<file path="config.mk">
export PLATFORM = sky130hd
export DESIGN_NAME = nand_cache_prog_seq
export DESIGN_NICKNAME = d
export VERILOG_FILES = /design/src/rtl/nand_cp_pkg.sv /design/src/rtl/nand_cp_wdog.sv /design/src/rtl/nand_cp_resq.sv /design/src/rtl/nand_cp_fsm.sv /design/src/rtl/nand_cache_prog_seq.sv
export SDC_FILE = /design/constraint.sdc
export NUM_CORES = 1
export LEC_CHECK = 0
export ABC_AREA = 1
export BUFFER_PORTS_ARGS = -buffer_cell sky130_fd_sc_hd__buf_2
export CAP_MARGIN = 20
export CORE_UTILIZATION = 51
export CTS_CLUSTER_SIZE = 40
export DETAILED_ROUTE_END_ITERATION = 12
export PLACE_DENSITY = 0.75
export SKIP_LAST_GASP = 1
export SYNTH_ARGS = -nofsm -noshare
export SYNTH_HDL_FRONTEND = slang
export SYNTH_HIERARCHICAL = 1
export SYNTH_SLANG_ARGS = --single-unit
</file>
<file path="constraint.sdc">
create_clock -name clk -period 5.56 [get_ports clk]
set_clock_uncertainty 0.1 [all_clocks]
set_input_delay 1.112 -clock clk [delete_from_list [all_inputs] [get_ports clk]]
set_output_delay 1.112 -clock clk [all_outputs]
set_load 0.03 [all_outputs]
</file>
<file path="src/rtl/nand_cp_pkg.sv">
package nand_cp_pkg;
  localparam logic [7:0] CMD_SETUP = 8'h80;
  localparam logic [7:0] CMD_CACHE = 8'h15;
  localparam logic [7:0] CMD_PROG  = 8'h10;
  localparam logic [7:0] CMD_STAT  = 8'h70;

  localparam int SB_CUR   = 0;
  localparam int SB_PREV  = 1;
  localparam int SB_ARRAY = 5;
  localparam int SB_CACHE = 6;

  localparam int ADDR_CYCLES = 5;

  typedef enum logic [3:0] {
    S_IDLE, S_ADDR, S_DATA, S_CONF, S_WAITRB,
    S_STCMD, S_STRD, S_STEVAL, S_RETP, S_RETC, S_HALT
  } seq_st_e;
endpackage

</file>
<file path="src/rtl/nand_cp_wdog.sv">
module nand_cp_wdog #(
  parameter int TMO_W = 16
) (
  input  logic             clk,
  input  logic             rst,
  input  logic             active,
  input  logic [TMO_W-1:0] limit,
  output logic             expire,
  output logic             tmo_err
);
  logic [TMO_W-1:0] cnt;

  assign expire = active && !tmo_err && (cnt >= limit);

  always_ff @(posedge clk) begin
    if (rst) begin
      cnt     <= '0;
      tmo_err <= 1'b0;
    end else begin
      if (!active)
        cnt <= '0;
      else if (cnt != {TMO_W{1'b1}})
        cnt <= cnt + 1'b1;
      if (expire)
        tmo_err <= 1'b1;
    end
  end

  // once raised the error never clears
  a_r10_err_sticky: assert property (@(posedge clk) disable iff (rst)
    tmo_err |=> tmo_err);
  // the count restarts whenever no wait is in progress
  a_r10_cnt_restart: assert property (@(posedge clk) disable iff (rst)
    !active |=> cnt == '0);
endmodule

</file>
<file path="src/rtl/nand_cp_resq.sv">
module nand_cp_resq #(
  parameter int ROW_W = 24,
  parameter int DEPTH = 4
) (
  input  logic             clk,
  input  logic             rst,
  input  logic             push,
  input  logic [ROW_W-1:0] push_row,
  input  logic             push_pass,
  output logic             full,
  output logic             out_valid,
  input  logic             out_ready,
  output logic [ROW_W-1:0] out_row,
  output logic             out_pass
);
  localparam int AW = (DEPTH > 1) ? $clog2(DEPTH) : 1;
  localparam int CW = $clog2(DEPTH + 1);
  localparam int EW = ROW_W + 1;

  logic [EW-1:0] mem [DEPTH];
  logic [AW-1:0] wp, rp;
  logic [CW-1:0] cnt;
  logic          load;

  assign full = (cnt == CW'(DEPTH));
  assign load = (cnt != '0) && (!out_valid || out_ready);

  always_ff @(posedge clk) begin
    if (push)
      mem[wp] <= {push_row, push_pass};
  end

  always_ff @(posedge clk) begin
    if (rst) begin
      wp        <= '0;
      rp        <= '0;
      cnt       <= '0;
      out_valid <= 1'b0;
      out_row   <= '0;
      out_pass  <= 1'b0;
    end else begin
      if (push)
        wp <= (wp == AW'(DEPTH - 1)) ? '0 : wp + 1'b1;
      if (load) begin
        rp <= (rp == AW'(DEPTH - 1)) ? '0 : rp + 1'b1;
        {out_row, out_pass} <= mem[rp];
        out_valid <= 1'b1;
      end else if (out_ready) begin
        out_valid <= 1'b0;
      end
      cnt <= cnt + CW'(push) - CW'(load);
    end
  end

  // the sequencer never writes into a full queue
  a_r8_no_overflow: assert property (@(posedge clk) disable iff (rst)
    push |-> !full);
  a_r8_cnt_range: assert property (@(posedge clk) disable iff (rst)
    cnt <= CW'(DEPTH));
  // a stalled result holds still
  a_r9_res_hold: assert property (@(posedge clk) disable iff (rst)
    (out_valid && !out_ready) |=> (out_valid && $stable(out_row) && $stable(out_pass)));
endmodule

</file>
<file path="src/rtl/nand_cp_fsm.sv">
module nand_cp_fsm
  import nand_cp_pkg::*;
#(
  parameter int ROW_W      = 24,
  parameter int PAGE_BYTES = 8
) (
  input  logic             clk,
  input  logic             rst,
  input  logic             req_valid,
  input  logic [ROW_W-1:0] req_row,
  input  logic             req_last,
  output logic             req_ready,
  input  logic             dat_valid,
  input  logic [7:0]       dat_byte,
  output logic             dat_ready,
  input  logic             fl_rb,
  input  logic [7:0]       fl_dq_i,
  output logic             bus_cle,
  output logic             bus_ale,
  output logic             bus_wr,
  output logic             bus_rd,
  output logic [7:0]       bus_dq,
  output logic             push,
  output logic [ROW_W-1:0] push_row,
  output logic             push_pass,
  input  logic             q_full,
  output logic             busy_win,
  input  logic             expire
);
  localparam int CNT_MAX = (PAGE_BYTES > ADDR_CYCLES) ? PAGE_BYTES : ADDR_CYCLES;
  localparam int IDX_W   = $clog2(CNT_MAX);

  seq_st_e          st;
  logic [IDX_W-1:0] idx;
  logic [ROW_W-1:0] cur_row, prev_row;
  logic             cur_last, prev_v;
  logic             sb_prev, sb_cur;
  logic [23:0]      row_pad;
  logic [7:0]       addr_byte;
  logic             stat_ok;

  always_comb begin
    row_pad = '0;
    row_pad[ROW_W-1:0] = cur_row;
    case (idx)
      IDX_W'(0), IDX_W'(1): addr_byte = 8'h00;
      IDX_W'(2):            addr_byte = row_pad[7:0];
      IDX_W'(3):            addr_byte = row_pad[15:8];
      default:              addr_byte = row_pad[23:16];
    endcase
  end

  assign stat_ok   = fl_dq_i[SB_CACHE] && (!cur_last || fl_dq_i[SB_ARRAY]);
  assign req_ready = (st == S_IDLE);
  assign dat_ready = (st == S_DATA);
  assign busy_win  = (st == S_WAITRB) || (st == S_STCMD) ||
                     (st == S_STRD)   || (st == S_STEVAL);
  assign push      = ((st == S_RETP) || (st == S_RETC)) && !q_full;
  assign push_row  = (st == S_RETP) ? prev_row : cur_row;
  assign push_pass = (st == S_RETP) ? !sb_prev : !sb_cur;

  always_ff @(posedge clk) begin
    if (rst) begin
      st       <= S_IDLE;
      idx      <= '0;
      cur_row  <= '0;
      cur_last <= 1'b0;
      prev_row <= '0;
      prev_v   <= 1'b0;
      sb_prev  <= 1'b0;
      sb_cur   <= 1'b0;
      bus_cle  <= 1'b0;
      bus_ale  <= 1'b0;
      bus_wr   <= 1'b0;
      bus_rd   <= 1'b0;
      bus_dq   <= '0;
    end else begin
      bus_cle <= 1'b0;
      bus_ale <= 1'b0;
      bus_wr  <= 1'b0;
      bus_rd  <= 1'b0;
      if (expire) begin
        st <= S_HALT;
      end else begin
        case (st)
          S_IDLE: if (req_valid) begin
            cur_row  <= req_row;
            cur_last <= req_last;
            bus_wr   <= 1'b1;
            bus_cle  <= 1'b1;
            bus_dq   <= CMD_SETUP;
            idx      <= '0;
            st       <= S_ADDR;
          end
          S_ADDR: begin
            bus_wr  <= 1'b1;
            bus_ale <= 1'b1;
            bus_dq  <= addr_byte;
            if (idx == IDX_W'(ADDR_CYCLES - 1)) begin
              idx <= '0;
              st  <= S_DATA;
            end else begin
              idx <= idx + 1'b1;
            end
          end
          S_DATA: if (dat_valid) begin
            bus_wr <= 1'b1;
            bus_dq <= dat_byte;
            if (idx == IDX_W'(PAGE_BYTES - 1)) begin
              idx <= '0;
              st  <= S_CONF;
            end else begin
              idx <= idx + 1'b1;
            end
          end
          S_CONF: begin
            bus_wr  <= 1'b1;
            bus_cle <= 1'b1;
            bus_dq  <= cur_last ? CMD_PROG : CMD_CACHE;
            st      <= S_WAITRB;
          end
          S_WAITRB: if (fl_rb) st <= S_STCMD;
          S_STCMD: begin
            bus_wr  <= 1'b1;
            bus_cle <= 1'b1;
            bus_dq  <= CMD_STAT;
            st      <= S_STRD;
          end
          S_STRD: begin
            bus_rd <= 1'b1;
            st     <= S_STEVAL;
          end
          S_STEVAL: begin
            sb_prev <= fl_dq_i[SB_PREV];
            sb_cur  <= fl_dq_i[SB_CUR];
            if (!stat_ok)
              st <= S_WAITRB;
            else if (prev_v)
              st <= S_RETP;
            else if (cur_last)
              st <= S_RETC;
            else begin
              prev_row <= cur_row;
              prev_v   <= 1'b1;
              st       <= S_IDLE;
            end
          end
          S_RETP: if (!q_full) begin
            if (cur_last)
              st <= S_RETC;
            else begin
              prev_row <= cur_row;
              st       <= S_IDLE;
            end
          end
          S_RETC: if (!q_full) begin
            prev_v <= 1'b0;
            st     <= S_IDLE;
          end
          default: st <= S_HALT;
        endcase
      end
    end
  end

  // strobes and latch enables never overlap
  a_r11_strobe_excl: assert property (@(posedge clk) disable iff (rst)
    !(bus_wr && bus_rd) && !(bus_cle && bus_ale));
  // a read strobe always follows a status command
  a_r4_read_after_stat: assert property (@(posedge clk) disable iff (rst)
    bus_rd |-> $past(bus_wr && bus_cle && bus_dq == CMD_STAT));
  // an address phase always opens right after the setup command
  a_r2_addr_after_setup: assert property (@(posedge clk) disable iff (rst)
    (bus_ale && !$past(bus_ale)) |-> $past(bus_wr && bus_cle && bus_dq == CMD_SETUP));
  // the true program command belongs to a page flagged last
  a_r3_final_code: assert property (@(posedge clk) disable iff (rst)
    (bus_wr && bus_cle && bus_dq == CMD_PROG) |-> cur_last);
  // timeout stops the sequencer and the bus
  a_r10_expire_halts: assert property (@(posedge clk) disable iff (rst)
    expire |=> (st == S_HALT) && !bus_wr && !bus_rd);
endmodule

</file>
<file path="src/rtl/nand_cache_prog_seq.sv">
module nand_cache_prog_seq #(
  parameter int ROW_W      = 24,
  parameter int PAGE_BYTES = 8,
  parameter int RES_DEPTH  = 4,
  parameter int TMO_W      = 16
) (
  input  logic             clk,
  input  logic             rst,
  input  logic             req_valid,
  output logic             req_ready,
  input  logic [ROW_W-1:0] req_row,
  input  logic             req_last,
  input  logic             dat_valid,
  output logic             dat_ready,
  input  logic [7:0]       dat_byte,
  output logic             fl_cle,
  output logic             fl_ale,
  output logic             fl_wr,
  output logic             fl_rd,
  output logic [7:0]       fl_dq_o,
  output logic             fl_dq_oe,
  input  logic [7:0]       fl_dq_i,
  input  logic             fl_rb,
  output logic             res_valid,
  input  logic             res_ready,
  output logic [ROW_W-1:0] res_row,
  output logic             res_pass,
  input  logic [TMO_W-1:0] tmo_limit,
  output logic             tmo_err
);
  logic             push, push_pass, q_full, busy_win, expire;
  logic [ROW_W-1:0] push_row;

  assign fl_dq_oe = fl_wr;

  nand_cp_fsm #(.ROW_W(ROW_W), .PAGE_BYTES(PAGE_BYTES)) u_fsm (
    .clk(clk), .rst(rst),
    .req_valid(req_valid), .req_row(req_row), .req_last(req_last), .req_ready(req_ready),
    .dat_valid(dat_valid), .dat_byte(dat_byte), .dat_ready(dat_ready),
    .fl_rb(fl_rb), .fl_dq_i(fl_dq_i),
    .bus_cle(fl_cle), .bus_ale(fl_ale), .bus_wr(fl_wr), .bus_rd(fl_rd), .bus_dq(fl_dq_o),
    .push(push), .push_row(push_row), .push_pass(push_pass), .q_full(q_full),
    .busy_win(busy_win), .expire(expire)
  );

  nand_cp_resq #(.ROW_W(ROW_W), .DEPTH(RES_DEPTH)) u_resq (
    .clk(clk), .rst(rst),
    .push(push), .push_row(push_row), .push_pass(push_pass), .full(q_full),
    .out_valid(res_valid), .out_ready(res_ready), .out_row(res_row), .out_pass(res_pass)
  );

  nand_cp_wdog #(.TMO_W(TMO_W)) u_wdog (
    .clk(clk), .rst(rst), .active(busy_win), .limit(tmo_limit),
    .expire(expire), .tmo_err(tmo_err)
  );
endmodule

</file>
== After elaboration in Yosys (flattened, before gate mapping) ==
Memories as Yosys holds them, arrays and structs flattened. A register that Yosys moved wholly into a read port is not among the register bits.
Index checks and enable logic that the tools add are counted.

* Add/sub/neg operators: 6
* Magnitude comparators: 1
* Equal/unequal tests: 34
* Multiplexer cells: 46
* Bitwise gates (word level): 2
* Reductions and logical operators: 38

{| class="wikitable"
|+ Operators with widths
! operator !! count
|-
| $mux 24 || 5
|-
| $pmux 24 s2 || 1
|-
| $mux 4 || 11
|-
| $pmux 4 s10 || 1
|-
| $pmux 8 s5 || 1
|-
| $pmux 8 s3 || 1
|-
| $add 16x1->16 const B || 1
|-
| $eq 4x3->1 const B || 4
|-
| $ge 16x16->1 || 1
|-
| $mux 8 || 2
|-
| $ne 16x16->1 const B || 1
|-
| $mux 3 || 5
|-
| $reduce_and 7->1 || 2
|-
| $mux 1 || 13
|-
| $ne 2x2->1 const B || 6
|-
| $reduce_and 4->1 || 3
|-
| $eq 3x3->1 const B || 3
|-
| $ne 3x2->1 const B || 3
|-
| $ne 3x3->1 const B || 3
|-
| $pmux 3 s3 || 1
|-
| $eq 4x2->1 const B || 2
|-
| $eq 4x4->1 const B || 2
|-
| $reduce_or 2->1 || 4
|-
| $eq 3x2->1 const B || 2
|-
| other kinds (25) || 49
|}

* Flip-flop bits (word level): 96
* Memory bits (writable): 100
* Bits of input ports: 63
* Output and inout bits: 42
* Word-level logic and storage cells: 148
* Memories: 1

{| class="wikitable"
|+ Memory list
! memory !! depth !! bits a word !! read ports !! clocked after memory_dff !! wr ports !! RTL line !! source
|-
| u_resq.mem || 4 || 25 || 1 || 1 || 1 || nand_cp_resq.sv:20 || <nowiki>logic [EW-1:0] mem [DEPTH];</nowiki>
|}

== Depth between registers and ports, before layout ==
Gate-level depths: netlist (run 1).

* Depth after elaboration: 8
* Mapped depth: 19
* Depth with buffers taken out: 19

== Modules after synthesis ==
Netlist (run 1), hierarchy kept.

{| class="wikitable"
|+ By module, submodules not included
! module !! instances !! cells each !! area each (µm²) !! seq. area each (µm²)
|-
| nand_cp_resq || 1 || 616 || 5754.3 || 3663.5
|-
| nand_cp_fsm || 1 || 593 || 3774.9 || 1421.4
|-
| nand_cp_wdog || 1 || 193 || 1333.8 || 340.3
|-
| nand_cache_prog_seq || 1 || 1 || 7.5 || 0.0
|}

== Least setup slack after synthesis (run 1) ==
Ideal clock, no wire load.

* Kind: input to register
* From: input tmo_limit[3]
* To: register u_fsm.prev_row[10]
* Library setup time: 0.110 ns
* Arrival: 2.804 ns
* Required time: 5.350 ns
* Setup slack: 2.546 ns
* Cell stages on the path: 17
* Path buffers: 1
* Cell sequence: inv_1 > ha_1 > nand2_1 > nor2_1 > nor2_1 > nand2_1 > nand2_1 > nand2_1 > nand2_1 > nand2_1 > nand2_1 > inv_1 > nor2_1 > clkbuf_1 > nand4_1 > nand2_1 > nor2_1

* Word-level cells in the longest chain between the ends: 4

{| class="wikitable"
|+ Ends and longest elaborated chain
! what !! RTL line !! source
|-
| start: declaration || nand_cache_prog_seq.sv:28 || <nowiki>input logic [TMO_W-1:0] tmo_limit,</nowiki>
|-
| $ge 16x16->1 || nand_cp_wdog.sv:13 || <nowiki>assign expire = active && !tmo_err && (cnt >= limit);</nowiki>
|-
| $logic_and 1x1->1 || nand_cp_wdog.sv:13 ||
|-
| named net expire || nand_cache_prog_seq.sv:31 || <nowiki>logic push, push_pass, q_full, busy_win, expire;</nowiki>
|-
| $not 1->1 (no source line) || - ||
|-
| $reduce_and 5->1 (no source line) || - ||
|-
| end signal: assignment || nand_cp_fsm.sv:143 || <nowiki>prev_row <= cur_row;</nowiki>
|-
| end signal: assignment || nand_cp_fsm.sv:152 || <nowiki>prev_row <= cur_row;</nowiki>
|-
| end: declaration || nand_cp_fsm.sv:35 || <nowiki>logic [ROW_W-1:0] cur_row, prev_row;</nowiki>
|}

The timed path passes the listed nets, and every way through them passes these cells.
A chain may end at the register's enable or synchronous reset.

== Worst setup path in the final report (run 1) ==
* From: input tmo_limit[3]
* To: register u_fsm.prev_row[3]

Same word-level chain as after synthesis.

==> results of run 1 <==
-- stage by stage --
step | instances | utilization
after floorplan | 1403 | -
after global placement | 1730 | 0.5450
after detailed placement | 1731 | 0.5457
after CTS | 1773 | 0.5811
after global routing | 1776 | 0.5845
final | 1776 | 0.5845
-- synthesized netlist by cell type, types with 7 or more instances --
library cell,instances,area share
inv_1,276,0.095
nand4_1,29,0.017
nor2_1,130,0.045
nand2_1,372,0.13
a21oi_1,53,0.024
nand3_1,86,0.040
o21ai_0,63,0.029
buf_6,10,0.010
dfxtp_1,121,0.22
o21ai_1,13,0.0060
clkbuf_1,19,0.0066
o211ai_1,9,0.0062
buf_2,13,0.0060
inv_2,11,0.0038
nor2_2,7,0.0040
edfxtp_1,100,0.28
ha_1,29,0.033
buf_4,11,0.0076
-- routing by layer --
| metal | wire length [um] | vias to the layer above | track usage |
|---|---|---|---|
| li1 | - | 4530 | - |
| met1 | 10640 | 3875 | 0.3047 |
| met2 | 10410 | 250 | 0.3399 |
| met3 | 1546 | 40 | 0.03395 |
| met4 | 461 | 0 | 0.05825 |
| met5 | 0 | - | 0 |
-- sequential cells by signal (all words and copies together) (netlist names), 2 cells and up --
register	cells
u_resq/wp	2
u_resq/cnt	3
u_resq/out_row	24
u_fsm/cur_row	24
u_wdog/cnt	16
u_fsm/bus_dq	8
u_resq/mem	100
u_fsm/prev_row	24
u_fsm/st	4
u_resq/rp	2
u_fsm/idx	3
-- cells by family after synthesis --
family | count (synthesis) | synth area share
AND/OR/NAND/NOR | 652 | 0.2563
XOR/XNOR | 7 | 0.005640
buffers and inverters | 347 | 0.1327
adder cells (fa/ha/maj) | 30 | 0.03522
flip-flops | 221 | 0.4991
AO/OA/AOI/OAI | 146 | 0.07102
-- worst reg2reg max path: cells and delay by family, from the launching register on --
kind	cells	cell delay (ps)
DFF	1	420
and+or+nand+nor	13	2070
adders and majority gates	1	270
buffers and inverters	3	200
-- worst paths after layout --
path	from	to	slack, ps	cells after the start
max	tmo_limit[3]	u_fsm/prev_row[3]$_SDFFE_PP0P_	2140	18
max reg2reg	u_wdog/cnt[0]$_SDFFE_PP0P_	u_fsm/prev_row[3]$_SDFFE_PP0P_	2440	17
min reg2reg	u_fsm/sb_cur$_SDFFE_PP0P_	u_fsm/sb_cur$_SDFFE_PP0P_	360	2
min	u_fsm/sb_cur$_SDFFE_PP0P_	u_fsm/sb_cur$_SDFFE_PP0P_	360	2
-- power groups by stage --
stage                     logic (W)  clock network, W  registers [W]
after CTS                   0.00224           0.00155        0.00229
after floorplan             0.00157                 0        0.00252
after global placement      0.00217                 0        0.00231
after global routing        0.00256           0.00162        0.00233
after detailed placement    0.00223                 0        0.00232
final                       0.00225           0.00152        0.00229
-- final cells by class --
cell class | count | area, sq um
sequential | 221 | 5425
timing repair buffer | 109 | 623.1
clock buffer | 33 | 623.1
inverter | 294 | 1111
tap | 275 | 344.1
multi-input combinational | 835 | 4003
fill | 1920 | 8707
clock inverter | 9 | 118.9
==> out/results.ini, run 1 <==
[outcome]
outcome = finished, final reports clean

[power]
power_w = 0.006067
seqPwrFrac = 0.378
switching_share = 0.3918
pwr-share-comb = 0.371
power.leakage_nw = 5.989
powerDensity_mw_per_mm2 = 495.4
p_int_w = 0.003690
ir_worst_vdd_mv = 0.3030
p_sw_w = 0.002377
clkPwrFrac = 0.251

[grt]
grt_overflow_total = 0
grtUsageTotal = 0.2146
grt_max_degree = 55
grt_first_pass_wirelength_mm = 38.11
grt_pass1_vias = 7932
antenna_found_initial = 0

[routing]
wirelength_mm = 23.05
dr.pass1.iters = 5
routedWlPerCell_um = 12.98
num_vias = 8695
ant_nets = 0
drc_errors = 0
drt_iter0_markers = 714
vias_per_cell = 4.896

[layout]
drive_gt1_frac = 0.1186
final_cell_mix = 372 x nand2_1, 276 x inv_1, 130 x nor2_1, 121 x dfxtp_1
fin_area_sq_mm = 0.01225
final_common_cell = nand2_1
num_antenna_cells = 0
area_growth_pct = 12.67
nets = 1577

[setup_path]
worst_ep_arrival_time_ps = 3760
critPathTopFamily = simple AND/OR/NAND/NOR gates
cp.required_ps = 5900
slowest_stage = nor2_1
cp-end-kind = flip-flop
critPathBufInv = 4
timing.critical_path.from_type = input port
cp_common_cell = nand2_1
crit_chain = buf_2 > inv_1 > ha_1 > nand2_1 > nand2_1 > nor2_1 > nand2_1 > nand2_1 > nand2_1 > nand2_1 > nand2_1 > nand2_1 > inv_1 > nor2_1 > nand3_4 > nand2_1 > inv_2 > nor2_1
path_max_fanout = 24
critical_path_class = input port to flip-flop
cp_slowest_stage_delay_ps = 780

[synthesis]
ys_ff_latch = 221
synth_fp_nets = 1496
synth-edff-count = 100
synthFlopType = dfxtp_1
synthCells = 1403
async_flop_share = 0
yosys_warnings = 6
synth_area_per_cell_sq_um = 7.748
ys_types = 40
syn_area_sq_mm = 0.01087
seq_area_frac_synth = 0.4991

[clock_tree]
cts_hold_buf = 0
numCtsBuffers = 23
insertion_delay_ps = 510
clockBufferDepth = 3
cts_root_buffer = clkbuf_16
cts_max_level = 1
clk_pin_slew_ps = 60
cts_sinks = 221
postCtsSetupRepairBufs = 0
cts_tree = yes
ctsResizeCount = 0

[timing]
max_freq_mhz = 292.6
slew_violations = 0
fin_ws_ps = 2143
period_needed_ps = 3417
max-slew-margin-rel = 0.3093
worst_pin_slew_ps = 1032
hold_viol = 0
fin_crit_sh = 0.6146
fin_tns_setup_ps = 0
fin_hold_ws_ps = 360.1
setup_viol = 0
rsz0062_at_grt = false

[placement]
place_hpwl_mm = 15.38
portBuffers = 100
pre_cts_slack_ps = 1670
placed_cell_area_sq_mm = 0.01144
place_congestion = 0.8753

[floorplan]
boundaryPins = 105
start_util = 0.5187
die_h_um = 148.0
die_w_um = 148.0
design.die.area_sq_mm = 0.02190
core-area_sq_mm = 0.02096
core.rowCount = 53

[flow_run]
max_cap_viol_count = 0

[worst_hold_path]
holdCritPathClass = flip-flop to flip-flop

No activity file was read; power rests on OpenSTA's default activity.
==> inputs of run 2 (changes only) <==
--- a/config.mk
+++ b/config.mk
@@ -5,13 +5,13 @@
 export SDC_FILE = /design/constraint.sdc
 export NUM_CORES = 1
 export LEC_CHECK = 0
-export ABC_AREA = 1
+export ABC_AREA = 0
 export BUFFER_PORTS_ARGS = -buffer_cell sky130_fd_sc_hd__buf_2
 export CAP_MARGIN = 20
 export CORE_UTILIZATION = 51
 export CTS_CLUSTER_SIZE = 40
 export DETAILED_ROUTE_END_ITERATION = 12
-export PLACE_DENSITY = 0.75
+export PLACE_DENSITY = 0.76
 export SKIP_LAST_GASP = 1
 export SYNTH_ARGS = -nofsm -noshare
 export SYNTH_HDL_FRONTEND = slang
==> constraint.sdc (replaced) <==
create_clock -name clk -period 3.3 [get_ports clk]
set_clock_uncertainty 0.1 [all_clocks]
set_input_delay 0.66 -clock clk [delete_from_list [all_inputs] [get_ports clk]]
set_output_delay 0.66 -clock clk [all_outputs]
set_load 0.03 [all_outputs]
==> run 2 against run 1 <==
  * Final area decreased by 7.4%
  * Cell count decreased by 33%
  * Non-clock buffer count increased by 17
  * Clock-buffer cell count decreased by 2
  * Via count decreased by 22%
  * First-iteration DRC count decreased by 27%
  * Register-to-register slack got worse by 2100 ps
  * Die area decreased by 10%
  * Critical endpoint is now u_fsm/idx[1]$_SDFFE_PP0P_
==> out/results.ini, run 2 <==
[outcome]
outcome = finished, final reports clean

[timing]
rsz0062_at_grt = false
period_needed_ps = 3003
fin_crit_sh = 0.9101
setup_viol = 0  ; unchanged
max-slew-margin-rel = 0.3927  ; +0.08340
slew_violations = 0  ; unchanged
fin_hold_ws_ps = 273.3  ; -86.77 ps
fin_ws_ps = 296.7  ; -1846 ps
max_freq_mhz = 333.0
worst_pin_slew_ps = 911.0  ; -121.3 ps
hold_viol = 0  ; unchanged
fin_tns_setup_ps = 0  ; unchanged

[grt]
grtUsageTotal = 0.2121  ; -0.002529
grt_pass1_vias = 6442  ; -19%
grt_overflow_total = 0  ; unchanged
grt_first_pass_wirelength_mm = 33.04  ; -13%
grt_max_degree = 51  ; -7.3%
antenna_found_initial = 1  ; +1

[routing]
wirelength_mm = 20.43  ; -11%
vias_per_cell = 5.697  ; +16%
dr.pass1.iters = 5  ; unchanged
routedWlPerCell_um = 17.27  ; +33%
drc_errors = 0  ; unchanged
drt_iter0_markers = 523  ; -27%
ant_nets = 0  ; unchanged
num_vias = 6739  ; -22%

[setup_path]
worst_ep_arrival_time_ps = 3350  ; -410 ps
r2r_cells = 10  ; -7
cp-end-kind = flip-flop
timing.critical_path.from_type = flip-flop
cp.required_ps = 3650  ; -2250 ps
path_max_fanout = 6  ; -75%
reg2reg_from = u_wdog/cnt[0]$_SDFFE_PP0P_
critPathCapture = u_fsm/idx[1]$_SDFFE_PP0P_
rrSetupSlack_ps = 300  ; -2140 ps
cp-startpoint = u_wdog/cnt[0]$_SDFFE_PP0P_
r2r-end = u_fsm/idx[1]$_SDFFE_PP0P_
critical_path_class = flip-flop to flip-flop

[placement]
portBuffers = 100  ; unchanged
dp_cells = 1139  ; -34%
placed_cell_area_sq_mm = 0.01054  ; -7.8%
place_hpwl_mm = 13.60  ; -12%
place_congestion = 0.9229  ; +5.4%
pre_cts_slack_ps = 16.04  ; -1654 ps

[flow_run]
max_cap_viol_count = 0  ; unchanged

[floorplan]
start_util = 0.5219  ; +0.003124
die_h_um = 140.4  ; -5.2%
core.rowCount = 50  ; -5.7%
design.die.area_sq_mm = 0.01970  ; -10%
core-area_sq_mm = 0.01871  ; -11%
die_w_um = 140.4  ; -5.2%
boundaryPins = 105  ; unchanged

[clock_tree]
ctsResizeCount = 0  ; unchanged
insertion_delay_ps = 520  ; about the same
cts_max_level = 1  ; unchanged
clockBufferDepth = 3  ; unchanged
postCtsSetupRepairBufs = 0  ; unchanged
clk_pin_slew_ps = 70  ; about the same
cts_sinks = 221  ; unchanged
cts_hold_buf = 0  ; unchanged
numCtsBuffers = 24  ; +4.3%
cts_root_buffer = clkbuf_16
cts_tree = yes

[synthesis]
ys_ff_latch = 221  ; unchanged
synth_area_per_cell_sq_um = 11.79  ; +52%
async_flop_share = 0  ; unchanged
syn_area_sq_mm = 0.009762  ; -10%
seq_area_frac_synth = 0.5558  ; +0.05668
yosysTopAreaCell = edfxtp_1
yosysMostFrequentCell = nand2_1
synth_fp_nets = 921  ; -38%
synth_area_leaders = edfxtp_1 31%, dfxtp_1 25%, mux4_2 5.8%, nand2_1 5.0%, ha_1 3.7%
synthCells = 828  ; -41%
synthFlopType = dfxtp_1
synth-edff-count = 100  ; unchanged
ys_types = 74  ; +85%
yosys_warnings = 6  ; unchanged
synth_common_cells = 129 x nand2_1, 121 x dfxtp_1, 100 x edfxtp_1
synth.top_cell.area_share = 0.3076  ; +0.03137

[power]
power.leakage_nw = 4.247  ; -29%
seqPwrFrac = 0.414  ; +0.036
clkPwrFrac = 0.320  ; +0.069
ir_worst_vdd_mv = 0.4663  ; +54%
p_sw_w = 0.002641  ; +11%
p_int_w = 0.005686  ; +54%
pwr-share-comb = 0.266  ; -0.105
powerDensity_mw_per_mm2 = 734.5  ; +48%
switching_share = 0.3171  ; -0.07470

[worst_hold_path]
hold_depth = 3  ; +1
holdCritPathClass = input port to flip-flop

[layout]
final_cell_mix = 129 x nand2_1, 120 x dfxtp_1, 100 x buf_2, 100 x edfxtp_1, 51 x a21oi_1
fin_cells = 1183  ; -33%
final_common_cell = nand2_1
largest_reg_flops = 100  ; unchanged
num_antenna_cells = 0  ; unchanged
area_growth_pct = 16.14
top_register = u_resq/mem
fin_area_sq_mm = 0.01134  ; -7.4%
nets = 1024  ; -35%
drive_gt1_frac = 0.2202  ; +0.1016

[run 2: changes by cell type after synthesis, moves of 33 or more]
cell	change
nand3_1	-75
inv_1	-245
nand2_1	-243
mux2i_1	+33
o21ai_0	-47
nor2_1	-107
[run 2: power by group through the flow]
| stage | logic [W] | clock network, W | registers (W) |
|---|---|---|---|
| 2_1_floorplan | 0.00146 | 0 | 0.00369 |
| 3_3_place_gp | 0.00216 | 0 | 0.00351 |
| 3_5_place_dp | 0.00220 | 0 | 0.00351 |
| 4_1_cts | 0.00222 | 0.00271 | 0.00346 |
| 5_1_grt | 0.00240 | 0.00283 | 0.00351 |
| 6_report | 0.00221 | 0.00266 | 0.00345 |
[run 2: worst min-delay path by stage]
stage / start / endpoint / slack (ps)
floorplan: u_fsm/prev_row[0]$_SDFFE_PP0P_ / u_fsm/prev_row[0]$_SDFFE_PP0P_ / 330
global placement: u_fsm/prev_row[3]$_SDFFE_PP0P_ / u_fsm/prev_row[3]$_SDFFE_PP0P_ / 340
detailed placement: u_fsm/bus_dq[2]$_SDFFE_PP0P_ / u_fsm/bus_dq[2]$_SDFFE_PP0P_ / 340
CTS: req_row[3] / u_fsm/cur_row[3]$_SDFFE_PP0P_ / 270
global route: req_row[5] / u_fsm/cur_row[5]$_SDFFE_PP0P_ / 270
finish: req_row[7] / u_fsm/cur_row[7]$_SDFFE_PP0P_ / 270
[run 2: critical path: stages, from the launching register on]
cell and delay (ps):
dfxtp_1 330, inv_1 70, ha_1 260, nand2b_1 140, a2111oi_0 570, or4b_1 280, a311oi_4 150, nor2_1 230
o211ai_1 260, or3b_1 420, a21oi_1 140
[run 2: final cells by class]
type | count | area, sq um
well taps | 234 | 292.8
repair buffers | 126 | 745.7
clock inverters | 13 | 156.4
clock buffers | 31 | 636.9
inverters | 34 | 127.6
flip-flops and latches | 221 | 5426
multi-input cells | 524 | 3951
fillers | 1438 | 7368
[run 2: through the flow]
| step | utilization | power, W |
|---|---|---|
| 6_report | 0.6061 | 0.008327 |
| 5_1_grt | 0.6061 | 0.008729 |
| 4_1_cts | 0.6061 | 0.008382 |
| 3_5_place_dp | 0.5637 | 0.005717 |
| 3_3_place_gp | 0.5637 | 0.005669 |
| 2_1_floorplan | - | 0.005143 |
[run 2: cells by family after synthesis]
logic type,Yosys count,share of synthesized area
AO/OA/AOI/OAI,155,0.1102
XOR/XNOR,2,0.001795
adder cells (fa/ha/maj),30,0.03922
buffers and inverters,83,0.04063
flip-flops,221,0.5558
multiplexers,83,0.1204
AND/OR/NAND/NOR,254,0.1320
[run 2: routing by layer]
layer / up-vias / track usage / share of wire
li1: 3266 / - / -
met1: 3228 / 0.2919 / 0.46
met2: 212 / 0.3513 / 0.47
met3: 33 / 0.03487 / 0.056
met4: 0 / 0.05032 / 0.017
met5: - / 0 / 0
==> inputs of run 3 (changes only) <==
--- a/config.mk
+++ b/config.mk
@@ -5,13 +5,14 @@
 export SDC_FILE = /design/constraint.sdc
 export NUM_CORES = 1
 export LEC_CHECK = 0
-export ABC_AREA = 0
+export ABC_AREA = 1
 export BUFFER_PORTS_ARGS = -buffer_cell sky130_fd_sc_hd__buf_2
 export CAP_MARGIN = 20
 export CORE_UTILIZATION = 51
+export CTS_BUF_LIST = sky130_fd_sc_hd__clkbuf_4 sky130_fd_sc_hd__clkbuf_8
 export CTS_CLUSTER_SIZE = 40
 export DETAILED_ROUTE_END_ITERATION = 12
-export PLACE_DENSITY = 0.76
+export PLACE_DENSITY = 0.75
 export SKIP_LAST_GASP = 1
 export SYNTH_ARGS = -nofsm -noshare
 export SYNTH_HDL_FRONTEND = slang
==> run 3 against run 2 <==
  * Non-clock buffer count decreased by 11
  * Combinational power increased by 71%
  * Critical path depth decreased by 5
  * Clock-buffer cell count increased by 24
  * Sequential share of layout area decreased by 3.9 points
  * Worst setup slack improved by 290 ps
  * Register-to-register slack improved by 340 ps
  * Worst hold slack improved by 22 ps
  * Critical endpoint is now dat_ready
  * Sequential power increased by 13%
  * Cell count increased by 53%
  * Die area increased by 11%
==> out/results.ini, run 3 (synthesis gave the netlist of run 1 again) <==
[floorplan]
die_h_um = 148.0  ; +5.4%
core.rowCount = 53  ; +6.0%
core-area_sq_mm = 0.02096  ; +12%
design.die.area_sq_mm = 0.02190  ; +11%
start_util = 0.5187  ; -0.003124
boundaryPins = 105  ; unchanged
die_w_um = 148.0  ; +5.4%

[timing]
fin_crit_sh = 0.8234  ; -0.08670
hold_viol = 0  ; unchanged
setup_viol = 0  ; unchanged
worst_pin_slew_ps = 902.3  ; -8.731 ps
slew_violations = 0  ; unchanged
rsz0062_at_grt = false
fin_tns_setup_ps = 0  ; unchanged
period_needed_ps = 2717  ; -286.1 ps
max_freq_mhz = 368.0  ; +11%
max-slew-margin-rel = 0.3978  ; +0.005158

[clock_tree]
numCtsBuffers = 39  ; +63%
ctsResizeCount = 0  ; unchanged
cts_sinks = 221  ; unchanged
cts_tree = yes
cts_max_level = 2  ; +1
cts_hold_buf = 0  ; unchanged
cts_root_buffer = clkbuf_8
clockBufferDepth = 3  ; unchanged
postCtsSetupRepairBufs = 0  ; unchanged
insertion_delay_ps = 540  ; +20 ps
clk_pin_slew_ps = 60  ; about the same

[setup_path]
timing.critical_path.from_type = flip-flop
critical_path_class = flip-flop to primary output
path_max_fanout = 7  ; +1
cp.required_ps = 2540  ; -1110 ps
worst_ep_arrival_time_ps = 1960  ; -1390 ps
cp-end-kind = primary output

[grt]
grt_pass1_vias = 7929  ; +23%
grt_max_degree = 53  ; +3.9%
grt_overflow_total = 0  ; unchanged
antenna_found_initial = 0  ; -1
grtUsageTotal = 0.2152  ; +0.003104
grt_first_pass_wirelength_mm = 37.89  ; +15%

[worst_hold_path]
holdCritPathClass = input port to flip-flop

[layout]
fillers = 1922  ; +34%
final_common_cell = nand2_1
top_register = u_resq/mem
area_growth_pct = 13.57
drive_gt1_frac = 0.1432  ; -0.07700
nets = 1599  ; +56%
largest_reg_flops = 100  ; unchanged
final_cell_mix = 372 x nand2_1, 276 x inv_1, 130 x nor2_1, 121 x dfxtp_1
num_antenna_cells = 0  ; unchanged
seq_area_sq_mm = 0.005425  ; about the same
multiInputGateArea_sq_mm = 0.004003  ; +1.3%
utilization = 0.5891  ; -0.01694

[power]
ir_worst_vdd_mv = 0.5759  ; +24%
power.leakage_nw = 6.095  ; +44%
power_w = 0.01032  ; +24%
powerDensity_mw_per_mm2 = 836.1  ; +14%

[routing]
routedWlPerCell_um = 12.73  ; -26%
wirelength_mm = 23.05  ; +13%
drc_errors = 0  ; unchanged
vias_per_cell = 4.822  ; -15%
dr.pass1.iters = 5  ; unchanged
num_vias = 8732  ; +30%
ant_nets = 0  ; unchanged
drt_iter0_markers = 509  ; -2.7%

[placement]
place_congestion = 0.8742  ; -5.3%
place_hpwl_mm = 15.48  ; +14%
portBuffers = 100  ; unchanged

[flow_run]
max_cap_viol_count = 0  ; unchanged

[outcome]
outcome = finished, final reports clean

[run 3: cell count changes in the layout (fill, tap and decap cells not counted), sizes merged, moves of 11 or more]
| cell | before | now |
|---|---|---|
| a22o | 25 | 0 |
| buf | 126 | 115 |
| clkbuf | 31 | 55 |
| inv | 35 | 292 |
| mux2 | 25 | 0 |
| mux2i | 33 | 0 |
| mux4 | 25 | 0 |
| nand2 | 129 | 380 |
| nand2b | 11 | 0 |
| nand3 | 11 | 90 |
| nand4 | 8 | 30 |
| nor2 | 23 | 141 |
| nor3 | 15 | 4 |
| o21ai | 17 | 77 |
[run 3: final cells by class]
class / count / share of cell area
inverters: 294 / 0.09000
repair buffers: 115 / 0.05169
clock inverters: 16 / 0.01054
well taps: 275 / 0.02787
multi-input cells: 835 / 0.3242
flip-flops and latches: 221 / 0.4394
clock buffers: 55 / 0.05625
[run 3: per-stage QoR]
stage	hold WS (ps)	instances	worst slack, ps	instance area (sq um)
after global routing	283.9	1811	305.3	12350
final	295.1	1811	582.8	12350
after floorplan	329.8	1403	738.0	10870
after CTS	262.1	1811	541.4	12350
after detailed placement	352.6	1740	337.6	11520
after global placement	344.4	1740	422.8	11520
[run 3: metal layers]
metal  wire (um)  up-vias  track usage  share of wire
met2       10330      266       0.3418           0.45
met4         413        0      0.06907          0.018
met3        1341       32      0.04043          0.058
met5           0        -            0              0
met1       10960     3862       0.2961           0.48
li1            -     4572            -              -
[run 3: worst max-delay path: stages (launching register included)]
cell	delay, ps
dfxtp_1	440
inv_1	120
nor2_1	290
nand2_1	150
inv_1	210
buf_2	240
[run 3: power breakdown]
group	switching, W	internal [W]
clock	0.00110	0.00152
combinational	0.00265	0.00115
sequential	0.000333	0.00358
[run 3: path summary, 6_finish.rpt]
kind | start | end | slack, ps | cells after the start
setup reg to reg | u_wdog/cnt[0]$_SDFFE_PP0P_ | u_fsm/cur_row[4]$_SDFFE_PP0P_ | 640 | 17
hold / removal | req_row[14] | u_fsm/cur_row[14]$_SDFFE_PP0P_ | 300 | 3
setup / recovery | u_fsm/st[1]$_SDFFE_PP0P_ | dat_ready | 580 | 5
hold reg to reg | u_fsm/sb_cur$_SDFFE_PP0P_ | u_fsm/sb_cur$_SDFFE_PP0P_ | 360 | 2
